--- config.mk ---
export PLATFORM = sky130hd
export DESIGN_NAME = dma_cmd_port
export DESIGN_NICKNAME = d
export VERILOG_FILES = /design/src/rtl/dma_cmd_pkg.sv /design/src/rtl/dma_cmd_decode.sv /design/src/rtl/dma_chan.sv /design/src/rtl/dma_cmd_port.sv
export SDC_FILE = /design/constraint.sdc
export NUM_CORES = 2
export LEC_CHECK = 0
export BUFFER_PORTS_ARGS = -buffer_cell sky130_fd_sc_hd__buf_2
export CAP_MARGIN = 20
export CORE_MARGIN = 8
export CORE_UTILIZATION = 25
export CTS_CLUSTER_SIZE = 40
export DETAILED_ROUTE_END_ITERATION = 7
export GPL_TIMING_DRIVEN = 0
export PLACE_DENSITY = 0.42
export SLEW_MARGIN = 5
export SYNTH_ARGS = -nofsm -noshare
export SYNTH_HDL_FRONTEND = slang
export SYNTH_HIERARCHICAL = 1
export SYNTH_SLANG_ARGS = --single-unit
export TNS_END_PERCENT = 20
--- constraint.sdc ---
create_clock -name clk -period 11.9 [get_ports clk]
set_input_delay 0 -clock clk [delete_from_list [all_inputs] [get_ports clk]]
set_output_delay 0 -clock clk [all_outputs]
set_load 0.02 [all_outputs]
--- src/rtl/dma_cmd_pkg.sv ---
package dma_cmd_pkg;
  localparam int unsigned CH_W     = 4;
  localparam int unsigned ADDR_W   = 24;
  localparam int unsigned CNT_W    = 16;
  localparam int unsigned IO_W     = 16;
  localparam int unsigned MODE_W   = 8;
  localparam int unsigned ADDR_NB  = ADDR_W / 8;
  localparam int unsigned CNT_NB   = CNT_W / 8;
  localparam int unsigned IO_NB    = IO_W / 8;

  localparam logic [3:0] OP_LD_IO   = 4'h0;
  localparam logic [3:0] OP_IDLE    = 4'h1;
  localparam logic [3:0] OP_LD_ADDR = 4'h2;
  localparam logic [3:0] OP_RD_ADDR = 4'h3;
  localparam logic [3:0] OP_LD_CNT  = 4'h4;
  localparam logic [3:0] OP_RD_CNT  = 4'h5;
  localparam logic [3:0] OP_LD_MODE = 4'h7;
  localparam logic [3:0] OP_MASK    = 4'h9;
  localparam logic [3:0] OP_UNMASK  = 4'hA;
  localparam logic [3:0] OP_MASKALL = 4'hD;

  localparam int unsigned MB_IO   = 0;
  localparam int unsigned MB_EN   = 2;
  localparam int unsigned MB_RD   = 3;
  localparam int unsigned MB_WIDE = 6;

  typedef enum logic [1:0] {
    RS_IO   = 2'd0,
    RS_ADDR = 2'd1,
    RS_CNT  = 2'd2,
    RS_MODE = 2'd3
  } reg_sel_e;

  typedef struct packed {
    logic     en;
    reg_sel_e sel;
    logic [1:0] idx;
    logic [7:0] data;
  } byte_wr_t;

  function automatic logic [1:0] op_len(input logic [3:0] op);
    case (op)
      OP_LD_IO:   return 2'(IO_NB);
      OP_LD_ADDR: return 2'(ADDR_NB);
      OP_RD_ADDR: return 2'(ADDR_NB);
      OP_LD_CNT:  return 2'(CNT_NB);
      OP_RD_CNT:  return 2'(CNT_NB);
      OP_LD_MODE: return 2'd1;
      default:    return 2'd0;
    endcase
  endfunction

  function automatic logic is_load(input logic [3:0] op);
    return (op == OP_LD_IO) || (op == OP_LD_ADDR) ||
           (op == OP_LD_CNT) || (op == OP_LD_MODE);
  endfunction

  function automatic logic is_get(input logic [3:0] op);
    return (op == OP_RD_ADDR) || (op == OP_RD_CNT);
  endfunction

  function automatic reg_sel_e op_reg(input logic [3:0] op);
    case (op)
      OP_LD_ADDR: return RS_ADDR;
      OP_LD_CNT:  return RS_CNT;
      OP_LD_MODE: return RS_MODE;
      default:    return RS_IO;
    endcase
  endfunction
endpackage

--- src/rtl/dma_cmd_decode.sv ---
module dma_cmd_decode
  import dma_cmd_pkg::*;
(
  input  logic            clk,
  input  logic            rst_n,
  input  logic            cmd_we,
  input  logic            dat_we,
  input  logic            dat_re,
  input  logic [7:0]      wdata,
  output logic [3:0]      cur_op,
  output logic [CH_W-1:0] cur_ch,
  output logic [1:0]      ptr,
  output byte_wr_t        wr,
  output logic            mask_one,
  output logic            unmask_one,
  output logic            mask_all,
  output logic [CH_W-1:0] cmd_ch
);
  logic [1:0] len;
  logic       in_range;
  logic       advance;

  assign len      = op_len(cur_op);
  assign in_range = (ptr < len);
  assign advance  = !cmd_we && in_range &&
                    ((dat_we && is_load(cur_op)) || (dat_re && is_get(cur_op)));

  always_ff @(posedge clk) begin
    if (!rst_n) begin
      cur_op <= OP_IDLE;
      cur_ch <= '0;
      ptr    <= '0;
    end else if (cmd_we) begin
      cur_op <= wdata[7:4];
      cur_ch <= wdata[CH_W-1:0];
      ptr    <= '0;
    end else if (advance) begin
      ptr <= ptr + 2'd1;
    end
  end

  always_comb begin
    wr.en   = dat_we && !cmd_we && is_load(cur_op) && in_range;
    wr.sel  = op_reg(cur_op);
    wr.idx  = ptr;
    wr.data = wdata;
  end

  assign cmd_ch     = wdata[CH_W-1:0];
  assign mask_one   = cmd_we && (wdata[7:4] == OP_MASK);
  assign unmask_one = cmd_we && (wdata[7:4] == OP_UNMASK);
  assign mask_all   = cmd_we && (wdata[7:4] == OP_MASKALL);

  assert_ptr_reset_R1: assert property (@(posedge clk) disable iff (!rst_n)
    cmd_we |=> (ptr == 2'd0));

  assert_extra_byte_R8: assert property (@(posedge clk) disable iff (!rst_n)
    (!cmd_we && (dat_we || dat_re) && (ptr >= op_len(cur_op))) |=> $stable(ptr));

  assert_no_write_on_cmd_R1: assert property (@(posedge clk) disable iff (!rst_n)
    cmd_we |-> !wr.en);
endmodule

--- src/rtl/dma_chan.sv ---
module dma_chan
  import dma_cmd_pkg::*;
(
  input  logic              clk,
  input  logic              rst_n,
  input  logic              sel_wr,
  input  byte_wr_t          wr,
  input  logic              mask_one,
  input  logic              unmask_one,
  input  logic              mask_all,
  input  logic              req,
  output logic [ADDR_W-1:0] addr_q,
  output logic [CNT_W-1:0]  cnt_q,
  output logic [IO_W-1:0]   io_q,
  output logic [MODE_W-1:0] mode_q,
  output logic              tc_q,
  output logic              active
);
  logic masked_q;
  logic step;
  logic [ADDR_W-1:0] addr_inc;

  assign active   = !masked_q && mode_q[MB_EN] && !tc_q;
  assign step     = req && active && !sel_wr;
  assign addr_inc = mode_q[MB_WIDE] ? ADDR_W'(2) : ADDR_W'(1);

  always_ff @(posedge clk) begin
    if (!rst_n) masked_q <= 1'b1;
    else if (mask_one || mask_all) masked_q <= 1'b1;
    else if (unmask_one) masked_q <= 1'b0;
  end

  always_ff @(posedge clk) begin
    if (!rst_n) begin
      addr_q <= '0;
      cnt_q  <= '0;
      io_q   <= '0;
      mode_q <= '0;
      tc_q   <= 1'b0;
    end else if (sel_wr) begin
      case (wr.sel)
        RS_IO: begin
          for (int b = 0; b < IO_NB; b++)
            if (wr.idx == 2'(b)) io_q[b*8 +: 8] <= wr.data;
        end
        RS_ADDR: begin
          for (int b = 0; b < ADDR_NB; b++)
            if (wr.idx == 2'(b)) addr_q[b*8 +: 8] <= wr.data;
        end
        RS_CNT: begin
          for (int b = 0; b < CNT_NB; b++)
            if (wr.idx == 2'(b)) cnt_q[b*8 +: 8] <= wr.data;
          tc_q <= 1'b0;
        end
        default: mode_q <= wr.data;
      endcase
    end else if (step) begin
      addr_q <= addr_q + addr_inc;
      cnt_q  <= cnt_q - CNT_W'(1);
      if (cnt_q == '0) tc_q <= 1'b1;
    end
  end

  assert_masked_hold_R9: assert property (@(posedge clk) disable iff (!rst_n)
    (!active && !sel_wr) |=> ($stable(cnt_q) && $stable(addr_q)));

  assert_count_step_R10: assert property (@(posedge clk) disable iff (!rst_n)
    (req && active && !sel_wr) |=> (cnt_q == $past(cnt_q) - CNT_W'(1)));

  assert_tc_stop_R11: assert property (@(posedge clk) disable iff (!rst_n)
    tc_q |-> !active);

  assert_mask_all_R12: assert property (@(posedge clk) disable iff (!rst_n)
    mask_all |=> !active);
endmodule

--- src/rtl/dma_cmd_port.sv ---
module dma_cmd_port
  import dma_cmd_pkg::*;
#(
  parameter int unsigned NCH = 16
) (
  input  logic              clk,
  input  logic              rst_n,
  input  logic              cmd_we,
  input  logic              dat_we,
  input  logic              dat_re,
  input  logic [7:0]        wdata,
  output logic [7:0]        rdata,
  input  logic [NCH-1:0]    xfer_req,
  output logic [NCH-1:0]    chan_active,
  output logic [NCH-1:0]    term_cnt,
  input  logic [CH_W-1:0]   q_chan,
  output logic [MODE_W-1:0] q_mode,
  output logic [IO_W-1:0]   q_io_port,
  output logic [ADDR_W-1:0] q_addr,
  output logic [CNT_W-1:0]  q_count
);
  logic [3:0]      cur_op;
  logic [CH_W-1:0] cur_ch;
  logic [1:0]      ptr;
  byte_wr_t        wr;
  logic            mask_one, unmask_one, mask_all;
  logic [CH_W-1:0] cmd_ch;

  logic [ADDR_W-1:0] addr_a [NCH];
  logic [CNT_W-1:0]  cnt_a  [NCH];
  logic [IO_W-1:0]   io_a   [NCH];
  logic [MODE_W-1:0] mode_a [NCH];

  dma_cmd_decode u_dec (
    .clk(clk), .rst_n(rst_n), .cmd_we(cmd_we), .dat_we(dat_we), .dat_re(dat_re),
    .wdata(wdata), .cur_op(cur_op), .cur_ch(cur_ch), .ptr(ptr), .wr(wr),
    .mask_one(mask_one), .unmask_one(unmask_one), .mask_all(mask_all), .cmd_ch(cmd_ch)
  );

  for (genvar g = 0; g < NCH; g++) begin : g_ch
    dma_chan u_ch (
      .clk(clk), .rst_n(rst_n),
      .sel_wr(wr.en && (cur_ch == CH_W'(g))),
      .wr(wr),
      .mask_one(mask_one && (cmd_ch == CH_W'(g))),
      .unmask_one(unmask_one && (cmd_ch == CH_W'(g))),
      .mask_all(mask_all),
      .req(xfer_req[g]),
      .addr_q(addr_a[g]), .cnt_q(cnt_a[g]), .io_q(io_a[g]), .mode_q(mode_a[g]),
      .tc_q(term_cnt[g]), .active(chan_active[g])
    );
  end

  always_comb begin
    rdata = 8'h00;
    if (32'(cur_ch) < NCH) begin
      if (cur_op == OP_RD_ADDR) begin
        for (int b = 0; b < ADDR_NB; b++)
          if (ptr == 2'(b)) rdata = addr_a[cur_ch][b*8 +: 8];
      end else if (cur_op == OP_RD_CNT) begin
        for (int b = 0; b < CNT_NB; b++)
          if (ptr == 2'(b)) rdata = cnt_a[cur_ch][b*8 +: 8];
      end
    end
  end

  always_comb begin
    q_mode = '0; q_io_port = '0; q_addr = '0; q_count = '0;
    if (32'(q_chan) < NCH) begin
      q_mode    = mode_a[q_chan];
      q_io_port = io_a[q_chan];
      q_addr    = addr_a[q_chan];
      q_count   = cnt_a[q_chan];
    end
  end

  assert_reset_masked_R6: assert property (@(posedge clk)
    !rst_n |=> (chan_active == '0));
endmodule

==> qor.log <==
[outcome] result of the run complete, no violations
[floorplanning] number of I/O pins 137
[cells_and_area] Finished Layout Cells 12,234
[cts] Inserted Clock Buffers 150
[logic_synthesis] sequential area share after synthesis 30.08%
[logic_synthesis] net count of the mapped netlist 8,092
[power] clock power share 52.6%
[worst_setup_path] cells along the critical path buf_2 -> buf_2 -> buf_2 -> buf_1 -> nand2_1 -> nor2_1 -> inv_1 -> nor3_2 -> nand3_2 -> mux2i_1 -> nor2_1
[timing] final setup margin 5.595 ns
[cts] clock tree from TritonCTS done
[worst_setup_path] kind of critical path flip-flop to flip-flop
[worst_setup_path] Largest delay share family, worst path simple AND/OR/NAND/NOR gates
[floorplanning] die width 548.7 µm
[route] wire length per cell 35.90 µm
[job] max-cap check violation count 0
[cts] clock tree sinks 1,066
[power] total power consumption of the routed design 8.875 mW
[place] Final GP Congestion 1.042
[route] DRC violation count after routing 0
[cts] cts repair resizes 0
[worst_setup_path] largest fanout on the critical path 10
[timing] worst rel slew slack 17.00%
[timing] Fmax 0.1586 GHz
[power] total internal power 6.499 mW
[power] Psw 2.376 mW
[timing] Final Max Slew Viols 0
[cts] H-tree depth 4
[logic_synthesis] primary flip-flop cell chosen by synthesis mapping sky130_fd_sc_hd__dfxtp_1
[logic_synthesis] Warnings, synthesis 6
[cells_and_area] proportion of layout cells with a drive suffix above 1 17.00%
[global_route] via count of the first global-routing pass 68,394
[worst_setup_path] CP dominant cell by count sky130_fd_sc_hd__buf_2
[place] half-perimeter wire length of the detailed placement result 340,900 µm
[cells_and_area] synthesis-to-finish area growth 16.13%
[route] routed wire length 439,200 µm
[cts] clock network latency to the later pin of the worst-skew pair 0.89 ns
[power] standby leakage power 29.74 nW
[route] DR iter-0 viols 11,156
[cells_and_area] layout filler cell count 30,009
[cells_and_area] Net count, final 8,453
[route] number of nets with antenna violations after routing 0
[timing] time the final worst path needs with I/O delays and setup 6.305 ns
[worst_setup_path] Crit-path slowest cell sky130_fd_sc_hd__nor3_2
[timing] post-route clock period utilization 52.98%
[timing] largest clock skew in the final design 0.08582 ns
[logic_synthesis] register bit total from synthesis 1,066
[place] number of placed cells counting well taps 11,904
[timing] RSZ-0062 raised after global routing no
[power] ratio of total power to cell area 107.7 mW/mm²
[place] Port Buffer Count 131
[hold_path] worst hold path type input port to flip-flop
[global_route] global-route wire length before repair 591,600 µm
[place] worst-case setup slack after placement 5.946 ns
[route] detailed-route via count 75,108
[cts] post-CTS repair timing setup buffer count 0
[global_route] overflow left after global routing 0
[cts] cell at the root of the clock tree sky130_fd_sc_hd__clkbuf_16
[worst_setup_path] crit path launch u_dec/cur_ch[1]$_SDFFE_PN0P_
[logic_synthesis] Avg Synthesized Cell Area 8.876 µm²
[floorplanning] die footprint 0.3011 mm²
[logic_synthesis] number of flops mapped to enable cells by yosys 0
[hold_path] hold wc startpoint xfer_req[11]
[timing] setup violation total in the final timing report 0
[worst_setup_path] type of element launching the critical path flip-flop
[logic_synthesis] share of flip-flops with an asynchronous set or reset after synthesis 0%
[worst_setup_path] Worst Path Buf+Inv 5
[power] highest ir drop seen on vdd 0.09692 mV
[timing] Hold Fails Final Rpt 0
[cts] clock-pin slew reported for the worst setup and hold paths after clock tree synthesis 0.06 ns
[logic_synthesis] Yosys cell types 106
[global_route] initial antenna violation count 69
[timing] Slew @ Worst Pin 1.238 ns
[global_route] GRT Util Overall 27.80%
[floorplanning] # rows 195
[power] Flop pwr share 40.4%
[logic_synthesis] post-synthesis cell area 0.07095 mm²
[worst_setup_path] Worst setup EP type flip-flop
[worst_setup_path] Arr. time, crit path 6.98 ns
[logic_synthesis] Syn Inst Count 7,994
[worst_setup_path] launching point of the worst reg2reg path u_dec/cur_ch[1]$_SDFFE_PN0P_
[floorplanning] Initial Utilization 25.13%
[worst_setup_path] critical path's largest stage delay 1.02 ns
[timing] total negative slack for setup checks 0 ns
[floorplanning] area of the placeable core 0.2823 mm²
[route] post-detailed-route via-to-cell ratio 6.139
[power] proportion of power drawn by combinational gates 7.1%
[global_route] largest net degree at the start of global routing 65
[worst_setup_path] CP Data Required Time 12.57 ns
[timing] worst slack on hold paths 0.1489 ns
[cts] Max Root-Sink Buffers 4
[route] total iterations of the first detailed-routing run 8
[power] switching part of the total power 26.77%
[floorplanning] die extent in y 548.7 µm
==> per-stage QoR <==
stage | cell area (µm²) | util (%)
finish | 82400 | 29.19
global route | 82320 | 29.16
CTS | 82260 | 29.14
detailed placement | 76990 | 27.27
global placement | 76290 | 27.03
floorplan | 70950 | -
==> power groups by stage <==
stage	Combinational, mW	Sequential, mW	Clock (mW)
final	0.629	3.58	4.66
after global routing	0.631	3.58	4.87
after CTS	0.612	3.58	4.74
after detailed placement	0.601	3.66	0
after global placement	0.581	3.66	0
after floorplan	0.293	3.65	0
==> Yosys cell counts, drive strengths merged, types with 22 or more instances <==
master | instances | share of area [%]
a211oi | 63 | 0.67
a21boi | 64 | 0.75
a21oi | 661 | 4.7
a22oi | 37 | 0.39
a311oi | 22 | 0.28
a31oi | 69 | 0.61
a41o | 40 | 0.56
and2 | 133 | 1.2
and3 | 58 | 0.51
and4 | 30 | 0.37
buf | 206 | 1.7
clkbuf | 246 | 1.3
dfxtp | 1066 | 30
ha | 49 | 0.86
inv | 159 | 0.84
mux2 | 81 | 1.3
mux2i | 314 | 4.4
mux4 | 501 | 16
nand2 | 813 | 4.3
nand2b | 88 | 0.82
nand3 | 531 | 4.0
nand3b | 67 | 0.94
nand4 | 69 | 0.77
nor2 | 874 | 4.7
nor2b | 51 | 0.45
nor3 | 165 | 1.3
nor3b | 31 | 0.53
nor4 | 161 | 2.3
o211ai | 89 | 0.94
o21a | 47 | 0.50
o21ai | 544 | 3.8
o22ai | 55 | 0.60
o2bb2ai | 33 | 0.41
o311ai | 67 | 0.83
o31ai | 127 | 1.3
o32ai | 45 | 0.69
o41ai | 24 | 0.30
or3 | 40 | 0.35
or4 | 73 | 0.77
==> area by class of cell <==
cell class	instances	area [µm²]	share of cell area, %
plain buffers	452	2163	2.625
repair buffers	209	1704	2.068
clock buffers	206	4287	5.202
inverters	162	608.1	0.7380
multi-input cells	6314	46920	56.94
clock inverters	46	603.1	0.7319
well taps	3743	4683	5.684
flip-flops and latches	1066	21340	25.90
diodes	36	90.09	0.1093
==> cells by family after synthesis <==
family                   after synthesis  synth area share, %
multiplexers                         896                21.67
adder cells (fa/ha/maj)               65                1.316
buffers and inverters                614                3.843
AO/OA/AOI/OAI                       2130                19.24
AND/OR/NAND/NOR                     3219                23.79
XOR/XNOR                               4              0.05997
flip-flops                          1066                30.08
==> routing by layer <==
metal	share of wire, %	track usage (%)
met1	40	35.55
met2	42	41.60
met3	9.7	6.283
met4	8.7	19.05
met5	0.0071	0
==> repair_timing <==
item                       4_1_cts  5_1_grt
setup endpoints to repair        0        0
hold buffers                    38        0
hold endpoints to repair       357        0
==> worst register-to-register path, delay by kind of cell (launching register included) <==
kind	cells	cell delay (ns)
and+or+nand+nor	5	3.08
buffers and inverters	5	2.31
DFF	1	0.34
muxes	1	0.34
==> sequential cells by signal, indices dropped and copies added, names as in the netlist <==
name and flops:
g_ch.u_ch/io_q 256, g_ch.u_ch/mode_q 128, g_ch.u_ch/masked_q 16, u_dec/ptr 2, g_ch.u_ch/addr_q 384, g_ch.u_ch/tc_q 16
u_dec/cur_op 4, g_ch.u_ch/cnt_q 256, u_dec/cur_ch 4
==> placed cells by master, fill, tap and decap left out, types with 151 or more instances in the layout <==
cell	synthesis	final
sky130_fd_sc_hd__mux2i_1	314	314
sky130_fd_sc_hd__nand3_1	490	490
sky130_fd_sc_hd__o21ai_0	526	526
sky130_fd_sc_hd__inv_1	159	159
sky130_fd_sc_hd__nor2_1	860	858
sky130_fd_sc_hd__buf_2	112	243
sky130_fd_sc_hd__clkbuf_1	244	261
sky130_fd_sc_hd__a21oi_1	660	660
sky130_fd_sc_hd__dfxtp_1	1066	1066
sky130_fd_sc_hd__nand2_1	812	812
sky130_fd_sc_hd__nor3_1	151	151
sky130_fd_sc_hd__clkbuf_16	0	152
sky130_fd_sc_hd__mux4_2	491	491
==> final timing paths <==
kind / endpoint / slack (ns) / cells after the start
worst max-delay path: g_ch[3].u_ch/io_q[11]$_SDFFE_PN0P_ / 5.60 / 11
worst min-delay path: g_ch[11].u_ch/addr_q[21]$_SDFFE_PN0P_ / 0.15 / 4
worst max register to register: g_ch[3].u_ch/io_q[11]$_SDFFE_PN0P_ / 5.60 / 11
worst min register to register: g_ch[3].u_ch/io_q[6]$_SDFFE_PN0P_ / 0.45 / 2
No activity file was read; power rests on OpenSTA's default activity.
